**src/rtl/rlns_pkg.sv**
```systemverilog
package rlns_pkg;

    // Classification made in stage 1 and carried to stage 2 of each path.
    typedef enum logic [1:0] {
        MODE_NONE = 2'd0,   // both operands absent
        MODE_PASS = 2'd1,   // one operand absent, forward the other
        MODE_FAR  = 2'd2,   // difference beyond table: larger log wins
        MODE_NEAR = 2'd3    // larger log plus tabulated correction
    } rlns_mode_e;

endpackage

```
**src/rtl/rlns_sb_rom.sv**
```systemverilog
module rlns_sb_rom #(
    parameter int FRAC_W = 4,
    parameter int DEPTH  = 80,
    parameter int IDX_W  = 7,
    parameter int CORR_W = 5
) (
    input  logic [IDX_W-1:0]  idx,
    output logic [CORR_W-1:0] corr
);

    localparam real STEP = real'(1 << FRAC_W);

    // Correction log2(1 + 2^-d) scaled to code units and rounded.
    function automatic logic [CORR_W-1:0] corr_at(input int i);
        real d;
        real v;
        d = real'(i) / STEP;
        v = $ln(1.0 + $pow(2.0, -d)) / $ln(2.0) * STEP;
        return CORR_W'($rtoi(v + 0.5));
    endfunction

    logic [CORR_W-1:0] tbl [DEPTH];

    for (genvar g = 0; g < DEPTH; g++) begin : g_entry
        assign tbl[g] = corr_at(g);
    end

    always_comb begin
        if (int'(idx) < DEPTH) corr = tbl[idx];
        else                   corr = '0;
    end

endmodule

```
**src/rtl/rlns_path.sv**
```systemverilog
module rlns_path
    import rlns_pkg::*;
#(
    parameter int LOG_W  = 12,
    parameter int FRAC_W = 4
) (
    input  logic             clk,
    input  logic             rst_n,
    input  logic             s1_en,
    input  logic             s2_en,
    input  logic [LOG_W-1:0] opa,
    input  logic [LOG_W-1:0] opb,
    output logic [LOG_W-1:0] res
);

    localparam logic [LOG_W-1:0] ZERO_CODE = {1'b1, {(LOG_W-1){1'b0}}};
    localparam logic [LOG_W-1:0] MAX_CODE  = {1'b0, {(LOG_W-1){1'b1}}};
    localparam int DIFF_W = LOG_W + 1;
    localparam int CUT    = (FRAC_W + 1) << FRAC_W;
    localparam int IDX_W  = $clog2(CUT);
    localparam int CORR_W = FRAC_W + 1;

    // ---------------- stage 1: order, difference, classify ----------------
    logic              a_zero, b_zero, a_ge;
    logic [LOG_W-1:0]  big_d, small_d;
    logic [DIFF_W-1:0] diff_d;
    logic              far_d;
    rlns_mode_e        mode_d, mode_q;
    logic [LOG_W-1:0]  big_q;
    logic [IDX_W-1:0]  idx_d, idx_q;

    always_comb begin
        a_zero  = (opa == ZERO_CODE);
        b_zero  = (opb == ZERO_CODE);
        a_ge    = ($signed(opa) >= $signed(opb));
        big_d   = a_ge ? opa : opb;
        small_d = a_ge ? opb : opa;
        diff_d  = {big_d[LOG_W-1], big_d} - {small_d[LOG_W-1], small_d};
        far_d   = (diff_d >= DIFF_W'(CUT));
        idx_d   = far_d ? '0 : diff_d[IDX_W-1:0];
        if (a_zero && b_zero) begin
            mode_d = MODE_NONE;
        end else if (a_zero || b_zero) begin
            mode_d = MODE_PASS;
            big_d  = a_zero ? opb : opa;
        end else if (far_d) begin
            mode_d = MODE_FAR;
        end else begin
            mode_d = MODE_NEAR;
        end
    end

    always_ff @(posedge clk) begin
        if (!rst_n) begin
            mode_q <= MODE_NONE;
            big_q  <= ZERO_CODE;
            idx_q  <= '0;
        end else if (s1_en) begin
            mode_q <= mode_d;
            big_q  <= big_d;
            idx_q  <= idx_d;
        end
    end

    // ---------------- stage 2: lookup, add, saturate ----------------
    logic [CORR_W-1:0] corr;
    logic [DIFF_W-1:0] wide;
    logic [LOG_W-1:0]  near_res, res_d;

    rlns_sb_rom #(
        .FRAC_W (FRAC_W),
        .DEPTH  (CUT),
        .IDX_W  (IDX_W),
        .CORR_W (CORR_W)
    ) u_rom (
        .idx  (idx_q),
        .corr (corr)
    );

    always_comb begin
        wide = {big_q[LOG_W-1], big_q} + {{(DIFF_W-CORR_W){1'b0}}, corr};
        if (wide[DIFF_W-1] != wide[DIFF_W-2]) near_res = MAX_CODE;
        else                                  near_res = wide[LOG_W-1:0];
    end

    always_comb begin
        unique case (mode_q)
            MODE_NONE: res_d = ZERO_CODE;
            MODE_PASS: res_d = big_q;
            MODE_FAR:  res_d = big_q;
            MODE_NEAR: res_d = near_res;
            default:   res_d = ZERO_CODE;
        endcase
    end

    always_ff @(posedge clk) begin
        if (!rst_n)     res <= ZERO_CODE;
        else if (s2_en) res <= res_d;
    end

endmodule

```
**src/rtl/rlns_adder.sv**
```systemverilog
module rlns_adder #(
    parameter int LOG_W  = 12,
    parameter int FRAC_W = 4
) (
    input  logic             clk,
    input  logic             rst_n,
    input  logic             in_valid,
    input  logic [LOG_W-1:0] a_pos,
    input  logic [LOG_W-1:0] a_neg,
    input  logic [LOG_W-1:0] b_pos,
    input  logic [LOG_W-1:0] b_neg,
    output logic             out_valid,
    output logic [LOG_W-1:0] sum_pos,
    output logic [LOG_W-1:0] sum_neg
);

    localparam int NPATH = 2;   // index 0: positive part, 1: negative part

    logic             v1_q, v2_q;
    logic [LOG_W-1:0] opa [NPATH];
    logic [LOG_W-1:0] opb [NPATH];
    logic [LOG_W-1:0] res [NPATH];

    assign opa[0] = a_pos;
    assign opb[0] = b_pos;
    assign opa[1] = a_neg;
    assign opb[1] = b_neg;

    always_ff @(posedge clk) begin
        if (!rst_n) begin
            v1_q <= 1'b0;
            v2_q <= 1'b0;
        end else begin
            v1_q <= in_valid;
            v2_q <= v1_q;
        end
    end

    for (genvar p = 0; p < NPATH; p++) begin : g_path
        rlns_path #(
            .LOG_W  (LOG_W),
            .FRAC_W (FRAC_W)
        ) u_path (
            .clk   (clk),
            .rst_n (rst_n),
            .s1_en (in_valid),
            .s2_en (v1_q),
            .opa   (opa[p]),
            .opb   (opb[p]),
            .res   (res[p])
        );
    end

    assign out_valid = v2_q;
    assign sum_pos   = res[0];
    assign sum_neg   = res[1];

endmodule

```
**config.mk**
```make
export PLATFORM = sky130hd
export DESIGN_NAME = rlns_adder
export DESIGN_NICKNAME = d
export VERILOG_FILES = /design/src/rtl/rlns_pkg.sv /design/src/rtl/rlns_sb_rom.sv /design/src/rtl/rlns_path.sv /design/src/rtl/rlns_adder.sv
export SDC_FILE = /design/constraint.sdc
export NUM_CORES = 1
export LEC_CHECK = 0
export BUFFER_PORTS_ARGS = -buffer_cell sky130_fd_sc_hd__buf_2
export CORE_MARGIN = 3
export CORE_UTILIZATION = 55
export DETAILED_ROUTE_END_ITERATION = 6
export GPL_ROUTABILITY_DRIVEN = 0
export PLACE_DENSITY = 0.83
export SYNTH_ARGS = -nofsm -noshare
export SYNTH_HDL_FRONTEND = slang
export SYNTH_SLANG_ARGS = --single-unit
```
**constraint.sdc**
```tcl
create_clock -name clk -period 11.2 [get_ports clk]
set_input_delay 1.68 -clock clk [delete_from_list [all_inputs] [get_ports clk]]
set_output_delay 1.68 -clock clk [all_outputs]
set_load 0.005 [all_outputs]
```
# After elaboration in Yosys (flattened, before gate mapping)
# Memories as Yosys holds them, arrays and structs flattened.
# Cells that the tools add are included.
[totals]
ff_bits = 68
ramBits = 0
inputBits = 51
mem_count = 2
rom_bits = 1280
latchBits = 0
[classes]
shift = 0
n_div = 0
n_eq_ne = 12
n_reduce_logical = 8
bitwise_logic = 2
n_mul = 0
muxes = 28
add_sub_neg = 4
n_lt_le_gt_ge = 8
[memory_table]
columns = ["memory", "depth", "width", "rd", "rd_ports_with_merged_regs", "wr", "line", "rtl"]
rows = [
  ["(name not given)", 128, 5, 1, 0, 0, "rlns_sb_rom.sv:29", "if (int'(idx) < DEPTH) corr = tbl[idx];"],
  ["(name not given)", 128, 5, 1, 0, 0, "rlns_sb_rom.sv:29", ""],
]
[ops]
columns = ["cell", "n"]
rows = [
  ["$mux 12", 12],
  ["$pmux 12 s3", 2],
  ["$eq 12x12->1 const B", 4],
  ["$mux 5", 6],
  ["$add 12x6->13", 2],
  ["$ge 13x7->1 const B", 2],
  ["$sub 12x12->13", 2],
  ["$ge 12x12->1", 2],
  ["$ge 8x8->1 const B", 2],
  ["$not 7->8", 2],
  ["$lt 7x7->1 const B", 2],
  ["$mux 7", 2],
  ["$eq 2x2->1 const B", 4],
  ["$mux 2", 4],
  ["$eq 2x1->1 const B", 2],
  ["$logic_not 2->1", 2],
  ["$reduce_or 2->1", 2],
  ["$logic_and 1x1->1", 2],
  ["$logic_or 1x1->1", 2],
  ["$mux 1", 2],
  ["$ne 1x1->1", 2],
]

# Depth between registers and ports, before layout
# Gate-level depths: netlist of run 1.
[depth]
ltp_word = 9
depth_mapped = 25
ltp_nobuf = 25

# Hierarchy
# A second synthesis of run 1 with hierarchy kept.
[hier_totals]
cells_unflattened = 968
area_unflattened_um2 = 7262.0
[modules_own_cells]
columns = ["mod", "cells_each", "seq_area_each_um2", "area_per_inst_um2", "n_inst"]
rows = [
  ["rlns_path (g_path[1].u_path)", 437, 660.6, 3311.9, 1],
  ["rlns_path (g_path[0].u_path)", 433, 660.6, 3171.8, 1],
  ["rlns_sb_rom (g_path[0].u_path.u_rom)", 49, 0.0, 365.4, 1],
  ["rlns_sb_rom (g_path[1].u_path.u_rom)", 45, 0.0, 360.3, 1],
  ["rlns_adder", 4, 40.0, 52.6, 1],
]

# Least setup slack after synthesis of run 1
# Ideal clock, no wire load.
[synth_path]
path_kind = "input to register"
start = "input b_neg[9]"
end = "register g_path[1].u_path.idx_q[2]"
path_stages = 17
t_arrival_ns = 5.257
slack_ns = 5.873
n_path_buf = 1
required_time_ns = 11.130
path_cell_list = "inv_1 > ha_1 > buf_2 > nand4_1 > a211oi_2 > o21ai_2 > nand2_1 > a21oi_1 > ha_1 > or3_1 > o221ai_1 > a211o_1 > nand3_1 > or4b_2 > nand3_1 > nand4_2 > o21ai_1"
[synth_between]
elab_chain_len = 5
word_cells_on_any_way = 6
cone_classes = "add/sub: 1; order compare: 2; mux: 3"
[synth_rtl]
columns = ["item", "line", "rtl"]
rows = [
  ["start: declaration", "rlns_adder.sv:11", "input logic [LOG_W-1:0] b_neg,"],
  ["$ge 12x12->1", "rlns_path.sv:35", "a_ge = ($signed(opa) >= $signed(opb));"],
  ["$mux 12 (on tied branches)", "rlns_path.sv:36, rlns_path.sv:37", ""],
  ["$sub 12x12->13 *", "rlns_path.sv:38", "diff_d = {big_d[LOG_W-1], big_d} - {small_d[LOG_W-1], small_d};"],
  ["$ge 13x7->1", "rlns_path.sv:39", "far_d = (diff_d >= DIFF_W'(CUT));"],
  ["$mux 7 *", "rlns_path.sv:40", "idx_d = far_d ? '0 : diff_d[IDX_W-1:0];"],
  ["end signal: assignment", "rlns_path.sv:61", "idx_q <= idx_d;"],
  ["end: declaration", "rlns_path.sv:30", "logic [IDX_W-1:0] idx_d, idx_q;"],
]
# Every way passes the cells marked *; elsewhere a longest branch is shown, timed or not.
# A chain may end at the register's enable or synchronous reset.

# Final worst setup path of run 1
[layout_path]
start = "input b_pos[11]"
end = "register g_path[0].u_path.idx_q[2]"
[layout_between]
elab_chain_len = 5
word_cells_on_any_way = 6
cone_classes = "add/sub: 1; order compare: 2; mux: 3"
[layout_rtl]
columns = ["item", "line", "rtl"]
rows = [
  ["start: declaration", "rlns_adder.sv:10", "input logic [LOG_W-1:0] b_pos,"],
  ["$ge 12x12->1", "rlns_path.sv:35", ""],
  ["$mux 12 (on tied branches)", "rlns_path.sv:36, rlns_path.sv:37", ""],
  ["$sub 12x12->13 *", "rlns_path.sv:38", ""],
  ["$ge 13x7->1", "rlns_path.sv:39", ""],
  ["$mux 7 *", "rlns_path.sv:40", ""],
  ["end signal: assignment", "rlns_path.sv:61", ""],
  ["end: declaration", "rlns_path.sv:30", ""],
]
# Marks and branches as above.

==> results of run 1 <==
[kinds of logic after synthesis]
logic type / synth area share
DFF: 0.195
adders and majority gates: 0.0997
muxes: 0.0321
xor gates and xnor gates: 0.0201
and+or+nand+nor: 0.247
buffers and inverters: 0.0751
AOI/OAI and AO/OA: 0.331
[registers in the layout (all words and copies together), names as in the netlist]
name                  cells
g_path.u_path.big_q      24
g_path.u_path.res        24
g_path.u_path.idx_q      14
g_path.u_path.mode_q      4
out_valid                 1
v1_q                      1
[per-layer routing]
layer	up-vias	wire, um	track usage
met5	-	0	0
met4	0	534	0.105
met3	48	1330	0.0316
met2	292	8180	0.405
met1	3255	8780	0.370
li1	3558	-	-
[layout by cell type (no fill, tap or decap), drive strengths merged, types with 22 or more instances in the layout]
cell type and instances:
dfxtp 68, o21a 26, ha 50, buf 76, a21oi 76, nand2 129
nor2 53, nor2b 36, o21ai 75, nand3 22, inv 71
[how the worst max path moves through the flow]
| stage | from | to | slack, ps | cells after the start |
|---|---|---|---|---|
| 2_1_floorplan | b_neg[9] | g_path[1].u_path.idx_q[2]$_SDFFE_PN0P_ | 5870 | 17 |
| 3_3_place_gp | b_pos[11] | g_path[0].u_path.idx_q[3]$_SDFFE_PN0P_ | 5090 | 17 |
| 3_5_place_dp | b_pos[11] | g_path[0].u_path.idx_q[2]$_SDFFE_PN0P_ | 4930 | 17 |
| 4_1_cts | b_pos[11] | g_path[0].u_path.idx_q[2]$_SDFFE_PN0P_ | 5260 | 17 |
| 5_1_grt | b_pos[11] | g_path[0].u_path.idx_q[2]$_SDFFE_PN0P_ | 4830 | 17 |
| 6_report | b_pos[11] | g_path[0].u_path.idx_q[2]$_SDFFE_PN0P_ | 5170 | 17 |
[through the flow]
step / util / total power [mW] / area (um2)
after global placement: 0.599 / 0.531 / 7320
final: 0.623 / 0.817 / 7610
after global routing: 0.623 / 0.858 / 7610
after floorplan: - / 0.474 / 6980
after detailed placement: 0.599 / 0.537 / 7320
after CTS: 0.623 / 0.814 / 7610
[final cells by class]
class,count,area [um2]
timing repair buffer,76,383
multi-input combinational,765,5090
clock inverter,2,35.0
clock buffer,12,256
sequential,68,1360
fill,1154,4600
tap,168,210
inverter,72,270
[power by group]
part           internal (mW)  switching (mW)
Combinational          0.106           0.170
Clock                  0.181          0.0952
Sequential             0.252          0.0122
[worst max-delay path, delay by kind of cell]
kind	cells	cell delay (ps)
fa+ha+maj	2	940
compound gates	9	2170
simple gates	3	1150
buf+inv	2	190
mux	1	180
==> summary by stage, run 1 <==
Status
The flow ran to the end, and the final reports show no timing, DRC or antenna violations.

STA
The number of hold violations in the final report is 0. The final setup violation count is 0. The final clock period utilization by the worst path is 0.539. The max-slew headroom at the worst pin is 0.361. The final number of max-transition violations is 0.

After layout, the minimum clock period comes to approximately 6000 ps. The transition time at the pin with the least slew margin is 956 ps. The post-route clock skew is 5.35 ps. The setup slack after layout is roughly 5200 ps. Setup repair after global routing left no endpoint under its margin. The maximum operating frequency is about 170 MHz. The worst-case hold slack is roughly 480 ps. The setup TNS is 0 ps.

Die
The count of boundary I/O pins is 76. The floorplan die area is about 14000 um2. The total area inside the core boundary comes to 12200 um2. Row generation in the floorplan step produced 40 rows. From bottom edge to top edge, the die measures roughly 120 um. The chip width is around 120 um. The initial utilization of the core area, before any placement, comes to 0.572.

Routing
The per-cell via count in the routed design is 6.15. Across all layers, the routed design uses a little over 7000 vias. The DRC marker count from the first detailed-route iteration is 650. The average wire per cell in the routed design is 16.2 um. The count of nets left with antenna violations once routing finished came out at 0.

The total length of routed wires is between 15000 and 20000 um. The number of optimization iterations in the first detailed-route pass is 5. For this run, design rule violations remaining after detail routing come to 0.

Yosys
The count of mapped cells out of synthesis is between 900 and 1000. Each instance of the synthesized netlist takes up on average between 7 and 8 um2. The number of synthesized flops with an enable pin is 0. The top flip-flop cell by instance count after synthesis is dfxtp_1. The count of synthesis-stage warnings from yosys is 0.

The async set-or-reset flop fraction in the synthesized netlist is 0. The most repeated cell in the gate-level netlist after synthesis is nand2_1. The sequential share of the synthesized area is 0.195. The number of nets produced by synthesis is 1056. Summing every instance area after synthesis gives 6980 um2. The largest area contributor in the synthesized netlist is dfxtp_1.

Sorting the synthesized cells by how often they occur yields nand2_1 (127), a21oi_1 (72), inv_1 (71). The number of storage elements in the synthesis netlist is 68. The unique cell type count in the Yosys netlist is 91. The share of synthesized area in the top cell type comes to 0.195. In the post-synthesis netlist, the biggest area contributors are dfxtp_1 (20%), ha_1 (9.0%), nand2_1 (6.8%).

Clock network
The cell sitting at the root of the clock tree is a clkbuf_16. Post-CTS timing repair inserted 0 buffers for setup. After clock tree synthesis, the repair step resized 0 gates. After clock tree synthesis, the clock-pin slew on the worst setup and hold paths is 50 ps.

The number of buffers created by CTS is 9. Counting along the longest clock path gives a buffer depth of 2. Buffers inserted to repair hold after CTS numbered 0. At the later pin of the worst-skew pair, clock insertion delay measures between 300 and 400 ps. TritonCTS built the clock tree. The clock sink count is between 60 and 70. The H-tree generated during clock tree synthesis spans 3 levels.

Global routing
The number of global-route vias before repair is approximately 6500. In the global route stage, overall resource usage came out at 0.262. The initial antenna violation count is 0. The wire length of the first global-routing pass is 31100 um.

The leftover overflow at the end of global routing is 0. The pin count of the biggest net entering global routing is 49.

Worst hold path
The startpoint of the worst hold path is g_path[1].u_path.idx_q[0]$_SDFFE_PN0P_. Along the worst hold path, the cell count comes to 2. The worst hold path terminates at g_path[1].u_path.idx_q[0]$_SDFFE_PN0P_. The worst hold path belongs to the class register to register.

Final layout
The antenna diode instance count is 0. Relative to the synthesized area, the layout overhead comes to 9.04%. The count of non-filler cells in the finished layout is 1163. In the final layout, the share of cells above drive strength 1 is 0.127.

The net count of the finished layout is about 1100.

Critical path
The most common cell type on the critical path is ha_1. The critical path goes through buf_2 > inv_1 > ha_1 > nand4_4 > nor4_2 > a211oi_2 > mux2i_1 > o211a_1 > ha_1 > a22oi_1 > o211ai_1 > o31ai_1 > a21oi_1 > o41a_1 > a211o_1 > nor4_4 > a22o_1. The critical path in this run is classified as input pin to register.

The critical path endpoint category is a register. Data on the critical path is required at its endpoint by 11480 ps. The startpoint of the lowest-slack register-to-register path is g_path[0].u_path.idx_q[2]$_SDFFE_PN0P_.

The worst setup path is launched from an input pin. The largest individual stage delay along the critical path comes from the cell ha_1. Data on the critical path arrives at its endpoint at between 6000 and 7000 ps. The number of cells on the worst reg-to-reg path is 22.

On the worst path, the slowest cell contributes a delay of ~750 ps. The worst reg-to-reg setup slack is between 6000 and 7000 ps. The largest fanout on the critical path is 20. The worst register-to-register path ends at g_path[0].u_path.res[1]$_SDFFE_PN0P_.

Pwr
The analysis attributes to cell leakage a power of between 3 and 4 nW. The worst voltage drop across the vdd grid is 58.5 uV. The power per cell area is approximately 110 nW/um2.

Placed design
Port buffering added 75 buffers. After legalization and detailed placement, the total HPWL measured ~14000 um. The setup slack after placement is a little under 5000 ps.

The number of placed instances, taps included is between 1000 and 1500.

Flow run
The max-capacitance violation count is 0.
Power figures use the tool's default switching activity.
==> run 2: changes to the inputs <==
--- a/config.mk
+++ b/config.mk
@@ -5,12 +5,13 @@
 export SDC_FILE = /design/constraint.sdc
 export NUM_CORES = 1
 export LEC_CHECK = 0
+export ABC_AREA = 1
 export BUFFER_PORTS_ARGS = -buffer_cell sky130_fd_sc_hd__buf_2
 export CORE_MARGIN = 3
 export CORE_UTILIZATION = 55
 export DETAILED_ROUTE_END_ITERATION = 6
 export GPL_ROUTABILITY_DRIVEN = 0
-export PLACE_DENSITY = 0.83
+export PLACE_DENSITY = 0.87
 export SYNTH_ARGS = -nofsm -noshare
 export SYNTH_HDL_FRONTEND = slang
 export SYNTH_SLANG_ARGS = --single-unit
==> constraint.sdc (replaced) <==
create_clock -name clk -period 5.25 [get_ports clk]
set_input_delay 0.7875 -clock clk [delete_from_list [all_inputs] [get_ports clk]]
set_output_delay 0.7875 -clock clk [all_outputs]
set_load 0.005 [all_outputs]
==> run 2 against run 1 <==
Effect of this change:
- critical path depth rose by 8
- critical endpoint is now g_path[1].u_path.res[9]$_SDFFE_PN0P_
- critical path type is now register to register
- die area fell by 3.5%
- via count rose by 5.6%
- combinational power rose by 140%
- core utilization rose by 1.8 points
==> summary by stage, run 2 <==
Yosys
Commonest cells in the netlist: nand2_1 (319), inv_1 (165), o21ai_0 (77) (was nand2_1 (127), a21oi_1 (72), inv_1 (71)). The most repeated cell in the gate-level netlist after synthesis is nand2_1 (unchanged). The count of synthesis-stage warnings from yosys was 0 (unchanged). The number of synthesized flops with an enable pin came to 0 (unchanged).

The post-synthesis cell area is 6720 um2 (was 6980 um2). The average size of a mapped cell came to 6.03 um2 (was 7.32 um2). The top flip-flop cell by instance count after synthesis is dfxtp_1 (unchanged). Synth top area cells: dfxtp_1 (20%), nand2_1 (18%), ha_1 (9.3%) (was dfxtp_1 (20%), ha_1 (9.0%), nand2_1 (6.8%)). The number of storage elements in the synthesis netlist is 68 (unchanged).

The proportion of netlist area held by the largest area contributor is 0.202 (was 0.195). The largest area contributor in the synthesized netlist was dfxtp_1 (unchanged). The count of mapped cells out of synthesis was 1115 (was 953).

The async set-or-reset flop fraction in the synthesized netlist was 0 (unchanged). The number of nets produced by synthesis is 1218 (was 1056). The sequential share of the synthesized area is 0.202 (was 0.195). The unique cell type count in the Yosys netlist is 46 (was 91).

STA
The number of hold violations in the final report came to 0 (unchanged). The setup TNS was 0 ps (unchanged). The final setup violation count was 0 (unchanged). The post-route clock skew was 9.35 ps (was 5.35 ps). RSZ-0062 raised after global routing: no (unchanged). Based on the critical path, the design can be clocked at up to between 200 and 250 MHz. The setup slack after layout is 888 ps (was 5170 ps). The transition time at the pin with the least slew margin is 768 ps (was 956 ps). The final number of max-transition violations was 0 (unchanged). The worst-case hold slack was 459 ps (was 480 ps). Dividing the final minimum period by the clock period gives 0.831.

For the finished layout, the period the worst path requires is 4360 ps. The max-slew headroom at the worst pin was 0.487 (was 0.361).

Pwr
The fraction of power consumed by sequential logic was 0.304 (was 0.324). The power per cell area is 246 nW/um2 (was 107 nW/um2). The combinational share of power is 0.366 (was 0.338). The clock network fraction of design power is 0.331 (was 0.338). The worst voltage drop across the vdd grid is 174 uV (was 58.5 uV). The power consumption is 1.84 mW (was 0.817 mW).

The fraction of power spent switching nets was 0.375 (was 0.339). The net switching power came to 0.688 mW (was 0.277 mW). The total internal power came to 1.15 mW (was 0.540 mW). The leakage power summed over all cells is 3.79 nW (was 3.41 nW).

Clock network
The clock network latency to the later pin of the worst-skew pair is 340 ps (was 330 ps). The buffer count from post-CTS setup fixing was 0 (unchanged). The count of hold buffers inserted by post-cts repair came to 0 (unchanged).

The number of buffers created by CTS is 9 (unchanged). The number of instances resized during post-cts repair came to 0 (unchanged). The clock sink count is 68 (unchanged).

The root buffer selected by CTS is clkbuf_16 (unchanged). The H-tree depth reported by CTS is 3 (unchanged). The clock-pin slew of the registers on the worst-case setup and hold paths is 50 ps (about the same). The maximum buffer depth of the clock tree is 2 (unchanged).

The TritonCTS clock tree is done (unchanged).

Die
The floorplan die area was 13600 um2 (was 14100 um2). The core area is 11700 um2 (was 12200 um2). The count of boundary I/O pins came to 76 (unchanged). The number of placement rows is 39 (was 40). The chip width is 117 um (was 119 um).

The vertical die dimension is 117 um (was 119 um). The initial core utilization is 0.577 (was 0.572).

Routing
The DRC marker count from the first detailed-route iteration is 794 (was 650). The final antenna-violating net count is 0 (unchanged). The total length of routed wires came to 18500 um (was 18800 um).

The post-route DRC violation count is 0 (unchanged). The average wire per cell in the routed design is 14.0 um (was 16.2 um). The number of optimization iterations in the first detailed-route pass came to 5 (unchanged). The total vias in the final route is 7555 (was 7153). The per-cell via count in the routed design is 5.69 (was 6.15).

Final layout
The area overhead of the layout relative to synthesis came to 11.2% (was 9.04%). The ratio of cells with drive above 1 in the final layout is 0.127 (about the same). The antenna diode instance count came to 0 (unchanged). Leading cell types in the layout, fill and taps excluded: nand2_1 (319), inv_1 (165), o21ai_0 (77), buf_2 (75), dfxtp_1 (68) (was nand2_1 (127), buf_2 (75), a21oi_1 (72), inv_1 (71), dfxtp_1 (68)). The net count of the finished layout is 1283 (was 1095). The total area of multi-input combinational cells was 4570 um2 (was 5090 um2).

The most common cell after layout, fill and taps aside is nand2_1 (unchanged). Largest regs: g_path.u_path.big_q (24), g_path.u_path.res (24), g_path.u_path.idx_q (14) (unchanged). The count of non-filler cells in the finished layout is 1328 (was 1163). The sequential cell area was 1360 um2 (unchanged). The number of fill cells in the layout is 1063 (was 1154).

Global routing
The pin count of the biggest net entering global routing is 38 (was 49). The met3 capacity usage during global routing is 0.0596 (was 0.0316). The initial antenna violation count is 0 (unchanged). The met1 routing resource usage after global routing is 0.385 (was 0.370). The leftover overflow at the end of global routing came to 0 (unchanged). The busiest layer in global routing was met2 (unchanged). The all-layer global routing usage came to 0.274 (was 0.262). The global routing usage on met2 was 0.418 (was 0.405). The wire length of the first global-routing pass is 30400 um (was 31100 um). The number of global-route vias before repair is 6561 (was 6479).

Critical path
The cell with the largest stage delay on the worst path is fa_1 (was ha_1). The critical path data arrival time is 4550 ps (was 6310 ps). The number of buffer and inverter stages on the critical path came to 4 (was 2). The critical path endpoint category is a register (unchanged).

The launching element type of the critical path is a register (was input pin). The required time at the endpoint of the critical path is 5440 ps (was 11480 ps). The largest fanout on the critical path came to 8 (was 20). The largest stage delay on the critical path is 390 ps (was 750 ps).

The dominant delay contributor by cell family on the critical path is compound AO/OA/AOI/OAI gates (unchanged). The type of the worst setup path is register to register (was input pin to register). The most common cell type on the critical path is o21ai_0 (was ha_1).

Flow run
The max-capacitance violation count was 0 (unchanged).

Placed design
The total half-perimeter wirelength after legalization and detailed placement was 14800 um (was 14400 um). The number of placed instances, taps included came to 1312 (was 1149). The count of port buffers added during placement is 75 (unchanged). The setup slack after placement is 920 ps (was 4930 ps).

Status
Result of the run: finished clean (unchanged).

Worst hold path
The worst hold path class is register to register (unchanged).
[run 2: cell count changes after synthesis, sizes merged, moves of 23 or more]
cell and delta:
o21a -25, nand3 +45, nand2 +211, nand4 +23, inv +109, nor2b -36
[run 2: cells by family (layout without fill, tap and decap cells)]
logic type,Yosys count,count (layout),synth area share
AND/OR/NAND/NOR,554,554,0.371
AO/OA/AOI/OAI,224,224,0.191
buffers and inverters,203,273,0.117
flip-flops,68,68,0.202
adder cells (fa/ha/maj),52,52,0.0990
XOR/XNOR,14,14,0.0182
[run 2: layer usage]
metal | vias to the layer above | routed length [um]
met1 | 3279 | 8380
met3 | 51 | 2060
met5 | - | 0
li1 | 3852 | -
met2 | 373 | 7690
met4 | 0 | 407
[run 2: worst paths after layout]
kind / from / end / slack, ps / cells after the start
max: g_path[1].u_path.idx_q[2]$_SDFFE_PN0P_ / g_path[1].u_path.res[9]$_SDFFE_PN0P_ / 890 / 25
min: v1_q$_SDFF_PN0_ / out_valid$_SDFF_PN0_ / 460 / 2
max reg2reg: g_path[1].u_path.idx_q[2]$_SDFFE_PN0P_ / g_path[1].u_path.res[9]$_SDFFE_PN0P_ / 890 / 25
min reg2reg: v1_q$_SDFF_PN0_ / out_valid$_SDFF_PN0_ / 460 / 2
[run 2: layout make-up]
cell class | instances | share of cell area
multi-input combinational | 844 | 0.612
sequential | 68 | 0.182
inverter | 182 | 0.0914
timing repair buffer | 75 | 0.0502
clock buffer | 13 | 0.0348
tap | 143 | 0.0239
clock inverter | 3 | 0.00602
[run 2: worst reg2reg max path, delay by kind of cell (launching register included)]
| kind | cells | cell delay, ps |
|---|---|---|
| flip-flops | 1 | 370 |
| AO/OA/AOI/OAI | 10 | 1250 |
| buffers and inverters | 4 | 430 |
| AND/OR/NAND/NOR | 7 | 970 |
| adder cells (fa/ha/maj) | 4 | 1190 |
[run 2: stage by stage]
step,util,area [um2]
finish,0.641,7480
global route,0.641,7480
CTS,0.641,7480
detailed placement,0.615,7170
global placement,0.615,7170
floorplan,-,6720
[run 2: power groups by stage]
stage	sequential [mW]	clock (mW)	combinational (mW)
after floorplan	0.564	0	0.497
after global placement	0.567	0	0.641
after detailed placement	0.568	0	0.652
after CTS	0.558	0.614	0.656
after global routing	0.561	0.638	0.752
final	0.558	0.608	0.672
==> run 3: changes to the inputs <==
==> constraint.sdc (replaced) <==
create_clock -name clk -period 3.7 [get_ports clk]
set_input_delay 0.555 -clock clk [delete_from_list [all_inputs] [get_ports clk]]
set_output_delay 0.555 -clock clk [all_outputs]
set_load 0.005 [all_outputs]
==> run 3 against run 2 <==
Effect of this change:
- the run now ends with setup timing left
- sequential share of layout area shrank 2.1 points
- worst setup slack lost 1200 ps
- critical path depth down 3
- worst hold slack got worse by 2.9 ps
- clock-buffer cell count decreased by 2
- clock power rose by 60%
- core utilization is 8.9 points higher
- final area is 14% higher
- sequential power increased by 43%
- largest power group unchanged
==> summary by stage, run 3 (same netlist as run 2, synthesis figures left out) <==
Status
Result of the run: complete, but fails checks (was finished clean). The final reports fail on setup timing.

Global routing
The number of global-route vias before repair is 7371 (was 6561). The initial antenna violation count is 0 (unchanged). The leftover overflow at the end of global routing came to 0 (unchanged). The pin count of the biggest net entering global routing is 38 (unchanged). The wire length of the first global-routing pass was 34500 um (was 30400 um). The all-layer global routing usage was 0.313 (was 0.274).

Final layout
The most common cell after layout, fill and taps aside is nand2_1 (unchanged). The ratio of cells with drive above 1 in the final layout is 0.249 (was 0.127). The area overhead of the layout relative to synthesis was 26.7% (was 11.2%).

Largest regs: g_path.u_path.big_q (24), g_path.u_path.res (24), g_path.u_path.idx_q (14) (unchanged). The net count of the finished layout is 1366 (was 1283). The count of non-filler cells in the finished layout came to 1411 (was 1328). Leading cell types in the layout, fill and taps excluded: nand2_1 (311), inv_1 (153), buf_2 (75), buf_4 (74), dfxtp_1 (62) (was nand2_1 (319), inv_1 (165), o21ai_0 (77), buf_2 (75), dfxtp_1 (68)). The antenna diode instance count is 0 (unchanged). The number of fill cells in the layout is 915 (was 1063).

Clock network
The count of hold buffers inserted by post-cts repair came to 0 (unchanged). The clock network latency to the later pin of the worst-skew pair was 350 ps (was 340 ps). The maximum buffer depth of the clock tree is 2 (unchanged). The H-tree depth reported by CTS came to 3 (unchanged). The clock sink count is 68 (unchanged). The clock-pin slew of the registers on the worst-case setup and hold paths came to 60 ps (was 50 ps). The number of buffers created by CTS was 9 (unchanged). The root buffer selected by CTS is clkbuf_16 (unchanged). The TritonCTS clock tree is done (unchanged).

Routing
The top routing layer in use was met4 (unchanged). The DRC marker count from the first detailed-route iteration is 923 (was 794). The total vias in the final route is 8271 (was 7555). The met2 wire length came to 10300 um (was 7690 um).

The total length of routed wires is 22400 um (was 18500 um). The per-cell via count in the routed design is 5.86 (was 5.69). The number of optimization iterations in the first detailed-route pass is 6 (was 5). The routed length on met3 is 2250 um (was 2060 um). The average wire per cell in the routed design came to 15.9 um (was 14.0 um). The detailed-route wire length on metal 1 came to 9060 um (was 8380 um).

The post-route DRC violation count is 0 (unchanged). The final antenna-violating net count is 0 (unchanged).

Critical path
The count of cells along the worst register-to-register path came to 22 (was 25). The critical path data arrival time came to 4170 ps (was 4550 ps). The termination of the worst setup path was g_path[1].u_path.res[3]$_SDFFE_PN0P_ (was g_path[1].u_path.res[9]$_SDFFE_PN0P_). The largest stage delay on the critical path came to 380 ps (was 390 ps). The most common cell type on the critical path is nand2_1 (was o21ai_0). The required time at the endpoint of the critical path is 3900 ps (was 5440 ps). The critical path endpoint category was a register (unchanged). The worst flop-to-flop path endpoint is g_path[1].u_path.res[3]$_SDFFE_PN0P_ (was g_path[1].u_path.res[9]$_SDFFE_PN0P_). The cell with the largest stage delay on the worst path is dfxtp_4 (was fa_1).

The startpoint of the most critical setup path was g_path[1].u_path.idx_q[1]$_SDFFE_PN0P_ (was g_path[1].u_path.idx_q[2]$_SDFFE_PN0P_). The launching element type of the critical path was a register (unchanged). The critical path goes through nand2_2 > buf_4 > ha_1 > o21ai_0 > nand2_1 > a21oi_1 > nor3_1 > ha_1 > nand3_1 > nand2_1 > a21oi_1 > o21ai_1 > inv_1 > nor2_2 > nand4_1 > xnor2_2 > ha_4 > buf_6 > o21ai_0 > nand2_1 > nand2_1 > a21oi_1. The startpoint of the lowest-slack register-to-register path is g_path[1].u_path.idx_q[1]$_SDFFE_PN0P_ (was g_path[1].u_path.idx_q[2]$_SDFFE_PN0P_). The number of cells on the critical path is 22 (was 25). The type of the worst setup path was register to register (unchanged). The number of buffer and inverter stages on the critical path came to 3 (was 4).

The dominant delay contributor by cell family on the critical path was simple AND/OR/NAND/NOR gates (was compound AO/OA/AOI/OAI gates). The largest fanout on the critical path is 7 (was 8). The worst reg-to-reg setup slack is -270 ps (was 890 ps).

STA
The post-route clock skew came to 8.89 ps (was 9.35 ps). The final clock period utilization by the worst path is 1.07 (was 0.831). The maximum operating frequency was 252 MHz (was 229 MHz). The final setup violation count is 11 (was 0). The transition time at the pin with the least slew margin came to 770 ps (was 768 ps). The worst-case hold slack was 456 ps (was 459 ps). The final period demand of the worst path came to 3970 ps (was 4360 ps). The final number of max-transition violations is 0 (unchanged).

The number of hold violations in the final report is 0 (unchanged). The max-slew headroom at the worst pin is 0.486 (was 0.487). RSZ-0062 raised after global routing: yes (was no).

The setup slack after layout is -272 ps (was 888 ps).

Pwr
The power per cell area is 340 nW/um2 (was 246 nW/um2). The power consumption is 2.90 mW (was 1.84 mW). The worst voltage drop across the vdd grid is 250 uV (was 174 uV). The leakage power summed over all cells is 4.26 nW (was 3.79 nW).

Die
The core area came to 11700 um2 (unchanged). The initial core utilization is 0.577 (unchanged). The chip width is 117 um (unchanged). The count of boundary I/O pins was 76 (unchanged). The vertical die dimension was 117 um (unchanged). The floorplan die area is 13600 um2 (unchanged).

The number of placement rows is 39 (unchanged).

Flow run
The max-capacitance violation count came to 0 (unchanged).

Worst hold path
The worst hold path class is register to register (unchanged).

Placed design
The number of placed instances, taps included is 1371 (was 1312). The total half-perimeter wirelength after legalization and detailed placement is 15500 um (was 14800 um). The count of port buffers added during placement is 75 (unchanged).
==> run 3: where the power goes <==
group          internal, mW  total [mW]  switching, mW
clock network         0.629       0.974          0.345
logic                 0.416        1.13          0.711
registers             0.765       0.797         0.0317
total                  1.81        2.90           1.09
==> run 3: repair_timing <==
action	4_1_cts	5_1_grt
pin swaps	20	43
buffers inserted	15	9
gates resized for setup	34	94
endpoints found under the hold margin	0	0
setup endpoints to repair	23	24
==> run 3: cell type report <==
cell class / instances / area [um2] / area share
Timing Repair Buffer: 158 / 1030 / 0.121
Multi-Input combinational cell: 844 / 4910 / 0.576
Sequential cell: 68 / 1370 / 0.161
Inverter: 182 / 691 / 0.0811
Clock buffer: 11 / 253 / 0.0297
Tap cell: 143 / 179 / 0.0210
Clock inverter: 5 / 82.6 / 0.00969
==> run 3: metal layers <==
layer  vias up  track usage
li1       4012            -
met1      3700        0.417
met2       473        0.508
met3        86       0.0430
met4         0        0.131
met5         -            0
==> run 3: worst min-delay path by stage <==
stage | startpoint | end | slack [ps] | cells past startpoint
2_1_floorplan | v1_q$_SDFF_PN0_ | out_valid$_SDFF_PN0_ | 430 | 2
3_3_place_gp | g_path[0].u_path.res[11]$_SDFFE_PN1P_ | g_path[0].u_path.res[11]$_SDFFE_PN1P_ | 450 | 2
3_5_place_dp | g_path[1].u_path.res[0]$_SDFFE_PN0P_ | g_path[1].u_path.res[0]$_SDFFE_PN0P_ | 450 | 2
4_1_cts | g_path[1].u_path.res[0]$_SDFFE_PN0P_ | g_path[1].u_path.res[0]$_SDFFE_PN0P_ | 460 | 2
5_1_grt | g_path[1].u_path.res[8]$_SDFFE_PN0P_ | g_path[1].u_path.res[8]$_SDFFE_PN0P_ | 480 | 2
6_report | g_path[0].u_path.res[6]$_SDFFE_PN0P_ | g_path[0].u_path.res[6]$_SDFFE_PN0P_ | 460 | 2
==> run 3: tightest hold or removal path, cell delays in order (launching register included) <==
cell and delay, ps:
dfxtp_1 300, nand2_1 60, a21oi_1 50
==> run 3: metrics by stage <==
| step | cell area [um2] | setup TNS (ps) | util | setup slack (ps) |
|---|---|---|---|---|
| after floorplan | 6740 | 0 | - | 35.5 |
| after global placement | 7630 | -58.0 | 0.654 | -48.2 |
| after detailed placement | 7630 | -2160 | 0.654 | -210 |
| after CTS | 8170 | -3.11 | 0.700 | -3.11 |
| after global routing | 8520 | -3810 | 0.731 | -548 |
| final | 8520 | -1450 | 0.731 | -272 |
